File: src/rtl/cfg_tmr_pkg.sv
package cfg_tmr_pkg;
  localparam int unsigned NCOPY = 3;

  function automatic logic maj3(input logic a, input logic b, input logic c);
    return (a & b) | (a & c) | (b & c);
  endfunction
endpackage

File: src/rtl/cfg_frame_rx.sv
module cfg_frame_rx #(
  parameter int unsigned W = 220
) (
  input  logic         clk,
  input  logic         rst_n,
  input  logic         load_en,
  input  logic         sin_valid,
  input  logic         sin_data,
  output logic         sin_ready,
  output logic         commit,
  output logic [W-1:0] frame_word,
  output logic         frame_err
);
  localparam int unsigned FW      = W + 1;
  localparam int unsigned CNT_MAX = W + 2;
  localparam int unsigned CNT_W   = $clog2(CNT_MAX + 1);

  logic [FW-1:0]    sh;
  logic [CNT_W-1:0] cnt;
  logic             le_q;
  logic             eof;
  logic             good;

  assign sin_ready  = load_en;
  assign eof        = le_q & ~load_en;
  assign good       = (cnt == CNT_W'(FW)) & ~(^sh);
  assign commit     = eof & good;
  assign frame_word = sh[FW-1:1];

  always_ff @(posedge clk or negedge rst_n) begin
    if (!rst_n) begin
      sh        <= '0;
      cnt       <= '0;
      le_q      <= 1'b0;
      frame_err <= 1'b0;
    end else begin
      le_q <= load_en;
      if (!load_en) begin
        cnt <= '0;
      end else if (sin_valid) begin
        sh <= {sh[FW-2:0], sin_data};
        if (cnt != CNT_W'(CNT_MAX)) cnt <= cnt + 1'b1;
      end
      if (eof && !good) frame_err <= 1'b1;
    end
  end

  // a rejected frame raises the error flag one cycle later
  a_r4_bad_frame_flag: assert property (@(posedge clk) disable iff (!rst_n)
    (eof && !good) |=> frame_err);

  // the error flag only clears through reset
  a_r10_err_sticky: assert property (@(posedge clk) disable iff (!rst_n)
    frame_err |=> frame_err);

  // closed window accepts nothing, so the count cannot grow
  a_r9_closed_count: assert property (@(posedge clk) disable iff (!rst_n)
    !load_en |=> (cnt == '0));
endmodule

File: src/rtl/cfg_tmr_store.sv
module cfg_tmr_store
  import cfg_tmr_pkg::*;
#(
  parameter int unsigned   W       = 220,
  parameter logic [W-1:0]  RST_VAL = '0
) (
  input  logic         clk,
  input  logic         rst_n,
  input  logic         commit,
  input  logic [W-1:0] wdata,
  output logic [W-1:0] voted,
  output logic         mis_flag
);
  logic [W-1:0] cp [NCOPY];
  logic         any_dis;

  always_comb begin
    for (int b = 0; b < W; b++) voted[b] = maj3(cp[0][b], cp[1][b], cp[2][b]);
  end

  for (genvar gi = 0; gi < NCOPY; gi++) begin : g_cp
    logic [W-1:0] q;
    always_ff @(posedge clk or negedge rst_n) begin
      if (!rst_n)      q <= RST_VAL;
      else if (commit) q <= wdata;
      else             q <= voted;
    end
    assign cp[gi] = q;
  end

  always_comb begin
    any_dis = 1'b0;
    for (int c = 0; c < NCOPY; c++) any_dis = any_dis | (|(cp[c] ^ voted));
  end

  always_ff @(posedge clk or negedge rst_n) begin
    if (!rst_n) mis_flag <= 1'b0;
    else        mis_flag <= mis_flag | any_dis;
  end

  // a seen disagreement raises the flag on the next cycle
  a_r6_flag: assert property (@(posedge clk) disable iff (!rst_n)
    any_dis |=> mis_flag);

  // mismatch flag is sticky
  a_r10_mis_sticky: assert property (@(posedge clk) disable iff (!rst_n)
    mis_flag |=> mis_flag);

  // a commit lands in the voted word, overriding any repair
  a_r7_commit_wins: assert property (@(posedge clk) disable iff (!rst_n)
    commit |=> (voted == $past(wdata)));

  // without a commit the voted word does not move
  a_r5_vote_hold: assert property (@(posedge clk) disable iff (!rst_n)
    !commit |=> $stable(voted));
endmodule

File: src/rtl/cfg_readback.sv
module cfg_readback #(
  parameter int unsigned W = 220
) (
  input  logic         clk,
  input  logic         rst_n,
  input  logic         rb_req,
  input  logic [W-1:0] snap,
  output logic         sout_valid,
  input  logic         sout_ready,
  output logic         sout_data
);
  localparam int unsigned LW = $clog2(W + 1);

  logic [W-1:0]  sh;
  logic [LW-1:0] left;

  assign sout_valid = (left != '0);
  assign sout_data  = sh[W-1];

  always_ff @(posedge clk or negedge rst_n) begin
    if (!rst_n) begin
      sh   <= '0;
      left <= '0;
    end else if (left == '0) begin
      if (rb_req) begin
        sh   <= snap;
        left <= LW'(W);
      end
    end else if (sout_ready) begin
      sh   <= sh << 1;
      left <= left - 1'b1;
    end
  end

  // back-pressure holds valid and data
  a_r8_hold: assert property (@(posedge clk) disable iff (!rst_n)
    (sout_valid && !sout_ready) |=> (sout_valid && $stable(sout_data)));

  // an idle request starts a stream on the next cycle
  a_r8_start: assert property (@(posedge clk) disable iff (!rst_n)
    (!sout_valid && rb_req) |=> sout_valid);
endmodule

File: src/rtl/cfg_tmr_reg.sv
module cfg_tmr_reg #(
  parameter int unsigned        CFG_W   = 220,
  parameter logic [CFG_W-1:0]   RST_VAL = '0
) (
  input  logic             clk,
  input  logic             rst_n,
  input  logic             load_en,
  input  logic             sin_valid,
  output logic             sin_ready,
  input  logic             sin_data,
  input  logic             rb_req,
  output logic             sout_valid,
  input  logic             sout_ready,
  output logic             sout_data,
  output logic [CFG_W-1:0] cfg_o,
  output logic             frame_err,
  output logic             mismatch_err
);
  logic             commit;
  logic [CFG_W-1:0] frame_word;

  cfg_frame_rx #(.W(CFG_W)) u_rx (
    .clk        (clk),
    .rst_n      (rst_n),
    .load_en    (load_en),
    .sin_valid  (sin_valid),
    .sin_data   (sin_data),
    .sin_ready  (sin_ready),
    .commit     (commit),
    .frame_word (frame_word),
    .frame_err  (frame_err)
  );

  cfg_tmr_store #(.W(CFG_W), .RST_VAL(RST_VAL)) u_store (
    .clk      (clk),
    .rst_n    (rst_n),
    .commit   (commit),
    .wdata    (frame_word),
    .voted    (cfg_o),
    .mis_flag (mismatch_err)
  );

  cfg_readback #(.W(CFG_W)) u_rb (
    .clk        (clk),
    .rst_n      (rst_n),
    .rb_req     (rb_req),
    .snap       (cfg_o),
    .sout_valid (sout_valid),
    .sout_ready (sout_ready),
    .sout_data  (sout_data)
  );
endmodule

File: config.mk
export PLATFORM = sky130hd
export DESIGN_NAME = cfg_tmr_reg
export DESIGN_NICKNAME = d
export VERILOG_FILES = /design/src/rtl/cfg_tmr_pkg.sv /design/src/rtl/cfg_frame_rx.sv /design/src/rtl/cfg_tmr_store.sv /design/src/rtl/cfg_readback.sv /design/src/rtl/cfg_tmr_reg.sv
export SDC_FILE = /design/constraint.sdc
export NUM_CORES = 1
export LEC_CHECK = 0
export BUFFER_PORTS_ARGS = -buffer_cell sky130_fd_sc_hd__buf_2
export CAP_MARGIN = 5
export CORE_ASPECT_RATIO = 0.7
export CORE_MARGIN = 2
export CORE_UTILIZATION = 45
export CTS_CLUSTER_DIAMETER = 100
export DETAILED_ROUTE_END_ITERATION = 6
export GPL_TIMING_DRIVEN = 0
export PLACE_DENSITY = 0.72
export SLEW_MARGIN = 10
export SYNTH_ARGS = -nofsm -noshare
export SYNTH_HDL_FRONTEND = slang
export SYNTH_SLANG_ARGS = --single-unit
File: constraint.sdc
create_clock -name clk -period 6.9 [get_ports clk]
set_input_delay 1.38 -clock clk [delete_from_list [all_inputs] [get_ports clk]]
set_output_delay 1.38 -clock clk [all_outputs]
set_load 0.1 [all_outputs]
==> impl_metrics.tcl <==
set metrics [dict create \
    status "finished clean" \
    timing.critical_path.from_type "flip-flop" \
    finalMaxSlewViolations 0 \
    fp-row-count 78 \
    p_per_area_nw_per_um2 305 \
    max_cap_violations 0 \
    layout_common_cells "dfrtp_1 (679), nand2_1 (452), mux2_2 (341), buf_2 (229)" \
    start_util 0.454 \
    antenna_found_initial 1 \
    period_share 0.700 \
    vdd_drop_max_mv 0.197 \
    ys_warn_count 0 \
    die-width_um 309 \
    grt_pass1_vias 19300 \
    synth_seq_cells 679 \
    syn-num-nets 2444 \
    cts_sinks 679 \
    design.core.area_um2 64700 \
    ant_nets 0 \
    clock_skew_ps 29.0 \
    fin_nets 2752 \
    crit_required_ps 5520 \
    area_delta_synth_final_pct 16.6 \
    crit_arrival_ps 3450 \
    drc 0 \
    crit_fanout 10 \
    critPathKind "flip-flop to output pin" \
    async_flop_share 1.00 \
    maxSlewHeadroom 0.200 \
    globalplace.congestion 0.824 \
    netlist_instances 2433 \
    pre_cts_ws_ps 2730 \
    overflow 0 \
    final_common_cell "dfrtp_1" \
    cts_tree "yes" \
    clk_latency_ps 620 \
    cts_buffer_depth 3 \
    reg2reg_from "u_rb.left[5]" \
    p_leak_nw 16.7 \
    p_total_mw 10.4 \
    drt_first_pass_iters 6 \
    final.min_clock_period_ps 4830 \
    worstSetupStartpoint "u_rb.left[5]" \
    holdBufCountCts 0 \
    port_buffers 230 \
    ios 232 \
    clockRootBuffer "clkbuf_16" \
    drive_gt1_frac 0.293 \
    synth_area_um2 29400 \
    clk_pin_slew_ps 60 \
    synth_edf_count 0 \
    worstHoldStart "u_rx.frame_err" \
    worstMarginPinSlew_ps 1200 \
    drtIter0Drc 1737 \
    grt_max_degree 113 \
    worstSetupEndpointType "output pin" \
    fmax_mhz 207 \
    hold_viol 0 \
    seq_area_frac_synth 0.579 \
    dieHeight_um 218 \
    postSynthAreaPerCell_um2 12.1 \
    rsz0062_at_grt "no" \
    vias 19300 \
    routed_via_density 5.26 \
    synth.distinct_cells 38 \
    grt_pass1_wl_um 109000 \
    min_path_type "flip-flop to flip-flop" \
    setup_viol 0 \
    postCtsSetupRepairBufs 0 \
    routed_wl_um 67800 \
    wl_per_cell_um 18.4 \
    dp_hpwl_um 47600 \
    grt_use_total 0.204 \
    cts_max_level 3 \
    die_area_um2 67300 \
    finalWorstSetupSlack_ps 2070 \
    synth_top_flop_cell "dfrtp_1" \
    cts_made_buffers 69 \
    cts_resized 0 \
]
[path summary, 6_finish.rpt]
check / cells past startpoint / end / slack, ps
setup reg to reg: 9 / u_rb.sh[41] / 2900
min in group asynchronous: 1 / u_rb.sh[172] / 730
hold / removal: 1 / u_rx.frame_err / 460
hold reg to reg: 1 / u_rx.frame_err / 460
max in group asynchronous: 5 / u_rx.sh[71] / 3710
setup / recovery: 6 / sout_valid / 2070
[metrics by stage]
step           cell area, um2  TNS [ps]  cells   util  hold WS [ps]
5_1_grt                 34200         0   3677  0.529           485
3_3_place_gp            31600  -6109570   3543  0.489           439
2_1_floorplan           29400         0   2433      -           434
6_report                34200         0   3678  0.529           465
3_5_place_dp            31800         0   3549  0.491           453
4_1_cts                 34200         0   3676  0.529           474
[cells by family after synthesis]
family,share of synthesized area
buffers and inverters,0.0276
muxes,0.182
AOI/OAI and AO/OA,0.0490
xor gates and xnor gates,0.0692
DFF,0.579
adders and majority gates,0.00170
and+or+nand+nor,0.0914
other,0.000128
[critical path, cell delays in order, from the launching register on]
cell and delay [ps]:
dfrtp_1 390, or3_1 390, or2_2 290, nor3_1 750
inv_2 320, clkbuf_1 320, buf_2 370
[routing by layer]
layer	wire length, um	global-route usage
met1	31600	0.292
met2	30700	0.312
met3	3620	0.0433
met4	1940	0.0670
met5	10	0
[cells in the mapped netlist (7+ instances only)]
master | count | area share
xor2_1 | 32 | 0.0095
clkbuf_1 | 118 | 0.015
buf_4 | 14 | 0.0036
dfrtp_1 | 679 | 0.58
nor2_1 | 219 | 0.028
xnor2_1 | 195 | 0.058
mux2_4 | 100 | 0.051
mux2_2 | 341 | 0.13
a31oi_1 | 219 | 0.047
nand2_1 | 452 | 0.058
buf_12 | 11 | 0.0075
and2_1 | 7 | 0.0015
[layout make-up]
type,count,area (um2)
multi-input cells,1602,11600
well taps,880,1100
flip-flops and latches,679,17000
inverters,5,18.8
fillers,5454,30500
clock inverters,31,434
clock buffers,96,2000
plain buffers,147,791
diodes,1,2.50
repair buffers,237,1340
[where the power goes]
part	internal, mW	switching [mW]	leakage (nW)
Clock	2.42	1.59	1.21
Sequential	4.52	0.348	8.50
Combinational	0.686	0.869	7.00
[flip-flops by register name, summed over array words and instances (netlist names)]
name,count
u_rb.sh,220
u_rx.frame_err,1
u_rb.left,8
u_store.g_cp.q,220
u_rx.le_q,1
u_rx.cnt,8
u_rx.sh,221
(Power assumes the default switching activity.)
